## config.mk

```make
export PLATFORM = sky130hd
export DESIGN_NAME = irq_vector_hub
export DESIGN_NICKNAME = d
export VERILOG_FILES = /design/src/rtl/irq_hub_pkg.sv /design/src/rtl/irq_prio_enc.sv /design/src/rtl/irq_unit.sv /design/src/rtl/irq_vector_hub.sv
export SDC_FILE = /design/constraint.sdc
export NUM_CORES = 1
export LEC_CHECK = 0
export CORE_ASPECT_RATIO = 0.9
export CORE_MARGIN = 2
export CORE_UTILIZATION = 40
export CTS_CLUSTER_SIZE = 8
export DETAILED_ROUTE_END_ITERATION = 7
export PLACE_DENSITY = 0.75
export SKIP_LAST_GASP = 1
export SLEW_MARGIN = 5
export SYNTH_ARGS = -nofsm -noshare
export SYNTH_HDL_FRONTEND = slang
export SYNTH_SLANG_ARGS = --single-unit
```

## constraint.sdc

```tcl
create_clock -name clk_i -period 3.1 [get_ports clk_i]
set_clock_uncertainty 0.15 [all_clocks]
set_input_delay 0.62 -clock clk_i [delete_from_list [all_inputs] [get_ports clk_i]]
set_output_delay 0.62 -clock clk_i [all_outputs]
set_load 0.005 [all_outputs]
```

## src/rtl/irq_hub_pkg.sv

```systemverilog
package irq_hub_pkg;
  typedef enum logic [1:0] {
    REG_ROUTE = 2'd0,
    REG_DONE  = 2'd1,
    REG_BASE  = 2'd2,
    REG_INDEX = 2'd3
  } reg_off_e;
endpackage

```

## src/rtl/irq_prio_enc.sv

```systemverilog
module irq_prio_enc #(
  parameter int N     = 8,
  parameter int IDX_W = 3
) (
  input  logic [N-1:0]     vec_i,
  output logic [IDX_W-1:0] idx_o,
  output logic             any_o
);
  // lowest index wins; zero when empty
  always_comb begin
    idx_o = '0;
    for (int i = N - 1; i >= 0; i--) begin
      if (vec_i[i]) idx_o = IDX_W'(i);
    end
  end

  assign any_o = |vec_i;
endmodule

```

## src/rtl/irq_unit.sv

```systemverilog
module irq_unit import irq_hub_pkg::*; #(
  parameter int N_SRC  = 8,
  parameter int IDX_W  = 3,
  parameter int BASE_W = 10,
  parameter int DATA_W = 16,
  localparam int VEC_W = BASE_W + IDX_W + 1
) (
  input  logic              clk_i,
  input  logic              rst_ni,
  input  logic              wr_i,
  input  reg_off_e          off_i,
  input  logic [DATA_W-1:0] wdata_i,
  output logic [DATA_W-1:0] rdata_o,
  input  logic [N_SRC-1:0]  req_i,
  input  logic              ack_i,
  input  logic              srv_done_i,
  output logic              irq_o,
  output logic [IDX_W-1:0]  vec_idx_o,
  output logic [VEC_W-1:0]  vec_addr_o,
  output logic              srv_req_o,
  output logic [IDX_W-1:0]  srv_idx_o
);
  logic [N_SRC-1:0]  pend_q, done_q, route_q;
  logic [BASE_W-1:0] base_q;
  logic [N_SRC-1:0]  std_act, srv_act, ack_clr, done_set, w1c;
  logic [N_SRC-1:0]  pend_d, done_d;
  logic [IDX_W-1:0]  std_idx, srv_idx;
  logic              std_any, srv_any;

  assign std_act = (pend_q & ~route_q) | done_q;
  assign srv_act = pend_q & route_q;

  irq_prio_enc #(.N(N_SRC), .IDX_W(IDX_W)) i_std_enc (
    .vec_i(std_act), .idx_o(std_idx), .any_o(std_any)
  );

  irq_prio_enc #(.N(N_SRC), .IDX_W(IDX_W)) i_srv_enc (
    .vec_i(srv_act), .idx_o(srv_idx), .any_o(srv_any)
  );

  always_comb begin
    ack_clr  = '0;
    done_set = '0;
    w1c      = '0;
    if (ack_i && std_any)        ack_clr[std_idx]  = 1'b1;
    if (srv_done_i && srv_any)   done_set[srv_idx] = 1'b1;
    if (wr_i && off_i == REG_DONE) w1c = wdata_i[N_SRC-1:0];
  end

  // sets dominate clears
  assign pend_d = (pend_q & ~ack_clr & ~done_set) | req_i;
  assign done_d = (done_q & ~ack_clr & ~w1c) | done_set;

  always_ff @(posedge clk_i or negedge rst_ni) begin
    if (!rst_ni) begin
      pend_q  <= '0;
      done_q  <= '0;
      route_q <= '0;
      base_q  <= '0;
    end else begin
      pend_q <= pend_d;
      done_q <= done_d;
      if (wr_i && off_i == REG_ROUTE) route_q <= wdata_i[N_SRC-1:0];
      if (wr_i && off_i == REG_BASE)  base_q  <= wdata_i[BASE_W-1:0];
    end
  end

  always_comb begin
    rdata_o = '0;
    unique case (off_i)
      REG_ROUTE: rdata_o = DATA_W'(route_q);
      REG_DONE:  rdata_o = DATA_W'(done_q);
      REG_BASE:  rdata_o = DATA_W'(base_q);
      REG_INDEX: rdata_o = DATA_W'(std_idx);
      default:   rdata_o = '0;
    endcase
  end

  assign irq_o      = std_any;
  assign vec_idx_o  = std_idx;
  assign vec_addr_o = {base_q, std_idx, 1'b0};
  assign srv_req_o  = srv_any;
  assign srv_idx_o  = srv_idx;
endmodule

```

## src/rtl/irq_vector_hub.sv

```systemverilog
module irq_vector_hub import irq_hub_pkg::*; #(
  parameter int N_UNITS = 2,
  parameter int N_SRC   = 8,
  parameter int BASE_W  = 10,
  parameter int DATA_W  = 16,
  localparam int IDX_W  = (N_SRC > 1) ? $clog2(N_SRC) : 1,
  localparam int UNIT_W = (N_UNITS > 1) ? $clog2(N_UNITS) : 1,
  localparam int ADDR_W = UNIT_W + 2,
  localparam int VEC_W  = BASE_W + IDX_W + 1
) (
  input  logic                     clk_i,
  input  logic                     rst_ni,
  input  logic                     wr_en_i,
  input  logic [ADDR_W-1:0]        addr_i,
  input  logic [DATA_W-1:0]        wdata_i,
  output logic [DATA_W-1:0]        rdata_o,
  input  logic [N_UNITS*N_SRC-1:0] req_i,
  input  logic [N_UNITS-1:0]       ack_i,
  input  logic [N_UNITS-1:0]       srv_done_i,
  output logic [N_UNITS-1:0]       irq_o,
  output logic [N_UNITS*IDX_W-1:0] vec_idx_o,
  output logic [N_UNITS*VEC_W-1:0] vec_addr_o,
  output logic [N_UNITS-1:0]       srv_req_o,
  output logic [N_UNITS*IDX_W-1:0] srv_idx_o
);
  logic [UNIT_W-1:0] unit_sel;
  reg_off_e          off;
  logic [DATA_W-1:0] unit_rdata [N_UNITS];

  assign unit_sel = addr_i[ADDR_W-1:2];
  assign off      = reg_off_e'(addr_i[1:0]);

  for (genvar u = 0; u < N_UNITS; u++) begin : g_unit
    logic wr_u;
    assign wr_u = wr_en_i && (unit_sel == UNIT_W'(u));

    irq_unit #(
      .N_SRC(N_SRC), .IDX_W(IDX_W), .BASE_W(BASE_W), .DATA_W(DATA_W)
    ) i_unit (
      .clk_i      (clk_i),
      .rst_ni     (rst_ni),
      .wr_i       (wr_u),
      .off_i      (off),
      .wdata_i    (wdata_i),
      .rdata_o    (unit_rdata[u]),
      .req_i      (req_i[u*N_SRC +: N_SRC]),
      .ack_i      (ack_i[u]),
      .srv_done_i (srv_done_i[u]),
      .irq_o      (irq_o[u]),
      .vec_idx_o  (vec_idx_o[u*IDX_W +: IDX_W]),
      .vec_addr_o (vec_addr_o[u*VEC_W +: VEC_W]),
      .srv_req_o  (srv_req_o[u]),
      .srv_idx_o  (srv_idx_o[u*IDX_W +: IDX_W])
    );
  end

  always_comb begin
    rdata_o = '0;
    for (int u = 0; u < N_UNITS; u++) begin
      if (unit_sel == UNIT_W'(u)) rdata_o = unit_rdata[u];
    end
  end
endmodule

```

* Yosys cells after proc, flatten, opt, wreduce, memory -nomap -nowiden
Cells that the tools add are included.
** Storage, ports and cells
- Register bits :: 68
- Input bits :: 42
- Output and inout bits :: 60
** Operators by class
- $lt $le $gt $ge :: 8
- Eq/ne operators :: 3
- Mux-type cells :: 49
- Bitwise logic cells :: 27
- Reductions and logical operators :: 21
** Operator list (number)
- $pmux 16 s4 :: 2
- $and 8x8->8 :: 12
- $mux 3 :: 32
- $not 8->8 :: 8
- $mux 8 :: 6
- $or 8x8->8 :: 6
- $reduce_or 8->1 :: 4
- $logic_and 1x1->1 :: 16
- $lt 3x4->1 const B :: 4
- $mux 16 :: 1
- $demux 1 s3 :: 4
- $ge 3x1->1 const B :: 4
- $eq 2x2->1 const B :: 2
- $mux 1 :: 4
- $eq 2x1->1 const B :: 1
- $logic_not 2->1 :: 1
- $not 1->1 :: 1

* Depth between registers and ports, before layout
- Depth in word-level cells :: 20
- Depth in mapped cells :: 7
- Mapped depth without buffers :: 6

* Hierarchy
A second synthesis with hierarchy kept.
** Second synthesis, totals
- Cell total of the unflattened synthesis :: 426
- Area total of the unflattened synthesis :: 4399.2 um2
** Modules (own cells, without submodules)
- irq_unit :: times used 2, cells an instance 177, area an instance 1908.1 um2, seq. area each 850.8 um2
- irq_prio_enc :: times used 4, cells an instance 13, area an instance 81.3 um2, seq. area each 0.0 um2
- irq_vector_hub :: times used 1, cells an instance 20, area an instance 257.7 um2, seq. area each 0.0 um2

* Worst setup path before layout
Ideal clock, no wire load.
- Kind :: in2out
- From :: in addr_i[0]
- To :: out rdata_o[3]
- Arrival :: 1807 ps
- Path slack :: 523 ps
- Stages on the path :: 5
- Buffers on the path :: 2
- Cell sequence :: clkbuf_1 buf_2 mux2_2 a221oi_1 a21oi_1
** Between the ends
- Cells in the longest elaborated chain, start to end :: 3
** Ends and longest elaborated chain
- from (decl) :: RTL line irq_vector_hub.sv:14 : input logic [ADDR_W-1:0] addr_i,
- $eq 2x2->1, or another cell as far along :: RTL line irq_unit.sv:70 : unique case (off_i)
- $pmux 16 s4 :: RTL line irq_unit.sv:70
- $mux 16 (*) :: RTL line irq_vector_hub.sv:60 : if (unit_sel == UNIT_W'(u)) rdata_o = unit_rdata[u];
- to (decl) :: RTL line irq_vector_hub.sv:16 : output logic [DATA_W-1:0] rdata_o,
Every way passes the cells marked *; elsewhere a longest branch is shown, timed or not. The select of a mux whose other input is x is not followed.

* Worst setup path in the final report
- From :: reg g_unit[1].i_unit.pend_q[3]
- To :: out vec_addr_o[15]
** Between the ends
- Cells in the longest elaborated chain, start to end :: 6
** Ends and longest elaborated chain
- from (decl) :: RTL line irq_unit.sv:23 : logic [N_SRC-1:0] pend_q, done_q, route_q;
- from (signal assigned) :: RTL line irq_unit.sv:61 : pend_q <= pend_d;
- $and 8x8->8 :: RTL line irq_unit.sv:30 : assign std_act = (pend_q & ~route_q) | done_q;
- $or 8x8->8 :: RTL line irq_unit.sv:30
- $mux 3 (4 in a row) :: RTL line irq_prio_enc.sv:13 : if (vec_i[i]) idx_o = IDX_W'(i);
- to (decl) :: RTL line irq_vector_hub.sv:22 : output logic [N_UNITS*VEC_W-1:0] vec_addr_o,
Every way passes these cells.

==> flow_metrics.tcl <==
set metrics [dict create \
    syn_area_per_cell_um2 9.485 \
    dp_hpwl_um 9559 \
    wl_um 13360 \
    worstPathRequired_ns 2.33 \
    max_freq_ghz 0.3238 \
    status "finished clean" \
    finalSetupViolCount 0 \
    post-route-period-util_pct 99.61 \
    p_leak_uw 0.002541 \
    end_kind "primary output" \
    worstSetupPathType "reg2out" \
    portBuffers 87 \
    slew_viol_final 0 \
    fp.coreArea_mm2 0.01020 \
    die_y_um 100.8 \
    rr_worst_depth 6 \
    synth_edf_count 0 \
    final_area_mm2 0.006045 \
    vias_per_cell 5.750 \
    drt_first_pass_iters 5 \
    synth_ff_type "dfrtp_1" \
    vias 4094 \
    regToRegStartpoint "g_unit[1].i_unit.pend_q[3]$_DFF_PN0_" \
    cts_max_level 3 \
    insertion_delay_ns 0.34 \
    hold_viol_final 0 \
    start_util_pct 40.81 \
    io_pins 102 \
    ys_seq_area_share_pct 40.87 \
    grt_pass1_wl_um 21260 \
    drt_iter0_markers 324 \
    crit_arrival_ns 2.32 \
    p_total_uw 4226 \
    pre_cts_slack_ns -0.3761 \
    fp.dieW_um 111.6 \
    power_switching_uw 1460 \
    placementRows 35 \
    area_growth_pct 45.16 \
    internal_power_uw 2766 \
    synthCells 439 \
    wire_per_inst_um 18.77 \
    postPlaceCellArea_mm2 0.005446 \
    cp_max_fo 4 \
    power_per_cell_area_mw_per_mm2 699.1 \
    routabilityCongestion 0.9412 \
    p_sw_share_pct 34.54 \
    cts_root_buf "clkbuf_16" \
    finalWorstSetupSlack_ns 0.01203 \
    cp-start-kind "register" \
    path_clk_slew_ns 0.06 \
    cts_buffers 9 \
    grtUsageTotal_pct 23.88 \
    cpPeakStageDelay_ns 0.45 \
    drive_gt1_share_pct 28.13 \
    seq_power_share_pct 32.0 \
    gr-total-overflow 0 \
    reg2reg_slack_ns 0.85 \
    maxCapViolCount 0 \
    pwr-share-comb_pct 41.5 \
    dpl.cell_count 683 \
    grt_max_degree 26 \
    drc 0 \
    grt_pass1_vias 4081 \
    min_period_ns 3.088 \
    ys_seq_elements 68 \
    antenna_found_initial 0 \
    hold_class "in2async" \
    synthDistinctLibCells 60 \
    slew_headroom_pct 51.06 \
    crit_path_cell_trace "nor2b_2 > nor4_1 > a211oi_2 > o21ai_1 > inv_1 > clkdlybuf4s50_1" \
    rsz0062_at_grt "yes" \
    cts_buffer_depth 2 \
    ys_async_sr_fraction_pct 100.0 \
    nFillCells 825 \
    clock-sinks 68 \
    ir_drop_v 0.0003651 \
    r2r_end "g_unit[1].i_unit.done_q[5]$_DFF_PN0_" \
    syn_area_mm2 0.004164 \
    nets 620 \
    antenna_cells 0 \
    slowest_stage "clkdlybuf4s50_1" \
    drt.antenna.violating_nets 0 \
    tritoncts "built" \
    pwr-share-clk_pct 26.5 \
    fin_cells 712 \
    hold_buffers 0 \
    synth_warnings 0 \
    tightest_slew_ns 0.7321 \
    die_area_mm2 0.01124 \
]
-- Yosys cell counts (8+ instances only) --
cell type / count / area share, %
nor2_1: 22 / 2.0
nand2b_1: 13 / 2.0
clkbuf_1: 9 / 0.81
a221oi_1: 8 / 1.7
nand3_1: 12 / 1.4
nand2_1: 51 / 4.6
a21oi_1: 22 / 2.6
a31o_2: 14 / 2.9
nor2b_1: 13 / 2.0
dfrtp_1: 68 / 41
mux2_2: 35 / 9.5
o21ai_0: 21 / 2.5
mux2i_1: 8 / 1.9
inv_1: 23 / 2.1
buf_4: 18 / 3.2
-- timing repair --
action	in CTS	in global routing
gates cloned	0	1
pin swaps	7	4
setup buffers	8	4
setup endpoints to repair	19	15
resized for setup	31	11
hold endpoints to repair	0	0
-- registers in the layout (all words and copies together), names as in the netlist --
name	cells
g_unit.i_unit.pend_q	16
g_unit.i_unit.done_q	16
g_unit.i_unit.base_q	20
g_unit.i_unit.route_q	16
-- routing by layer --
metal,part of all wire [%],track usage (%),wire [µm]
met1,44,32.36,5927
met2,47,38.37,6271
met3,7.1,5.051,949
met4,1.6,8.262,215
met5,0,0,0
-- cell usage in the layout (no fill, tap or decap), types with 6 or more instances in the layout --
cell type,instances
a21oi_1,20
a22o_1,6
a22oi_1,7
a31o_2,14
a32o_1,6
buf_4,60
clkbuf_16,10
clkdlybuf4s50_1,78
conb_1,8
dfrtp_1,68
inv_1,23
mux2_2,35
mux2i_1,8
nand2_1,51
nand2b_1,12
nand3_1,12
nor2_1,22
nor2b_1,8
nor3_1,6
o21ai_0,20
-- layout make-up --
class | instances | area, µm² | share of cell area [%]
Multi-Input combinational cell | 324 | 2370 | 39.21
Sequential cell | 68 | 1702 | 28.15
Timing Repair Buffer | 152 | 1399 | 23.14
Clock buffer | 10 | 239.0 | 3.954
Tap cell | 129 | 161.4 | 2.670
Clock inverter | 6 | 87.58 | 1.449
Inverter | 23 | 86.33 | 1.428
-- kinds of logic (layout without fill, tap and decap cells) --
family	count (synthesis)	after routing	share of synthesized area, %
buffers and inverters	54	191	6.550
AO/OA/AOI/OAI	129	129	23.62
multiplexers	43	43	11.39
other	1	8	0.09006
flip-flops	68	68	40.87
AND/OR/NAND/NOR	144	144	17.49
-- power groups by stage --
stage / Sequential [µW] / Combinational, µW / Clock (µW)
floorplan: 1310 / 841 / 0
global placement: 1330 / 1530 / 0
detailed placement: 1340 / 1570 / 0
CTS: 1340 / 1690 / 1140
global route: 1380 / 1890 / 1170
finish: 1350 / 1750 / 1120
-- worst max path at each step --
| stage | depth (start not counted) | slack, ns | endpoint | start |
|---|---|---|---|---|
| finish | 6 | 0.01 | vec_addr_o[15] | g_unit[1].i_unit.pend_q[3]$_DFF_PN0_ |
| global route | 6 | -0.07 | vec_addr_o[15] | g_unit[1].i_unit.pend_q[3]$_DFF_PN0_ |
| CTS | 7 | -0.002 | rdata_o[2] | g_unit[0].i_unit.route_q[7]$_DFFE_PN0P_ |
| detailed placement | 7 | -0.38 | rdata_o[0] | addr_i[0] |
| global placement | 7 | -0.31 | rdata_o[0] | addr_i[0] |
| floorplan | 5 | 0.52 | rdata_o[3] | addr_i[0] |
-- stage by stage --
stage	hold WS [ns]	util, %	setup TNS, ns
3_3_place_gp	0.3649	53.38	-2.106
2_1_floorplan	0.1744	-	0
5_1_grt	0.1765	59.24	-0.3493
6_report	0.1334	59.24	0
4_1_cts	0.1426	58.34	-0.001943
3_5_place_dp	0.3762	53.38	-2.387
-- worst max-delay path, delay by kind of cell (launching register included) --
kind,cells,cell delay [ns]
simple gates,2,0.61
buf+inv,2,0.54
flops,1,0.38
compound gates,2,0.44
Note: power is estimated with default switching activity, not from simulation.
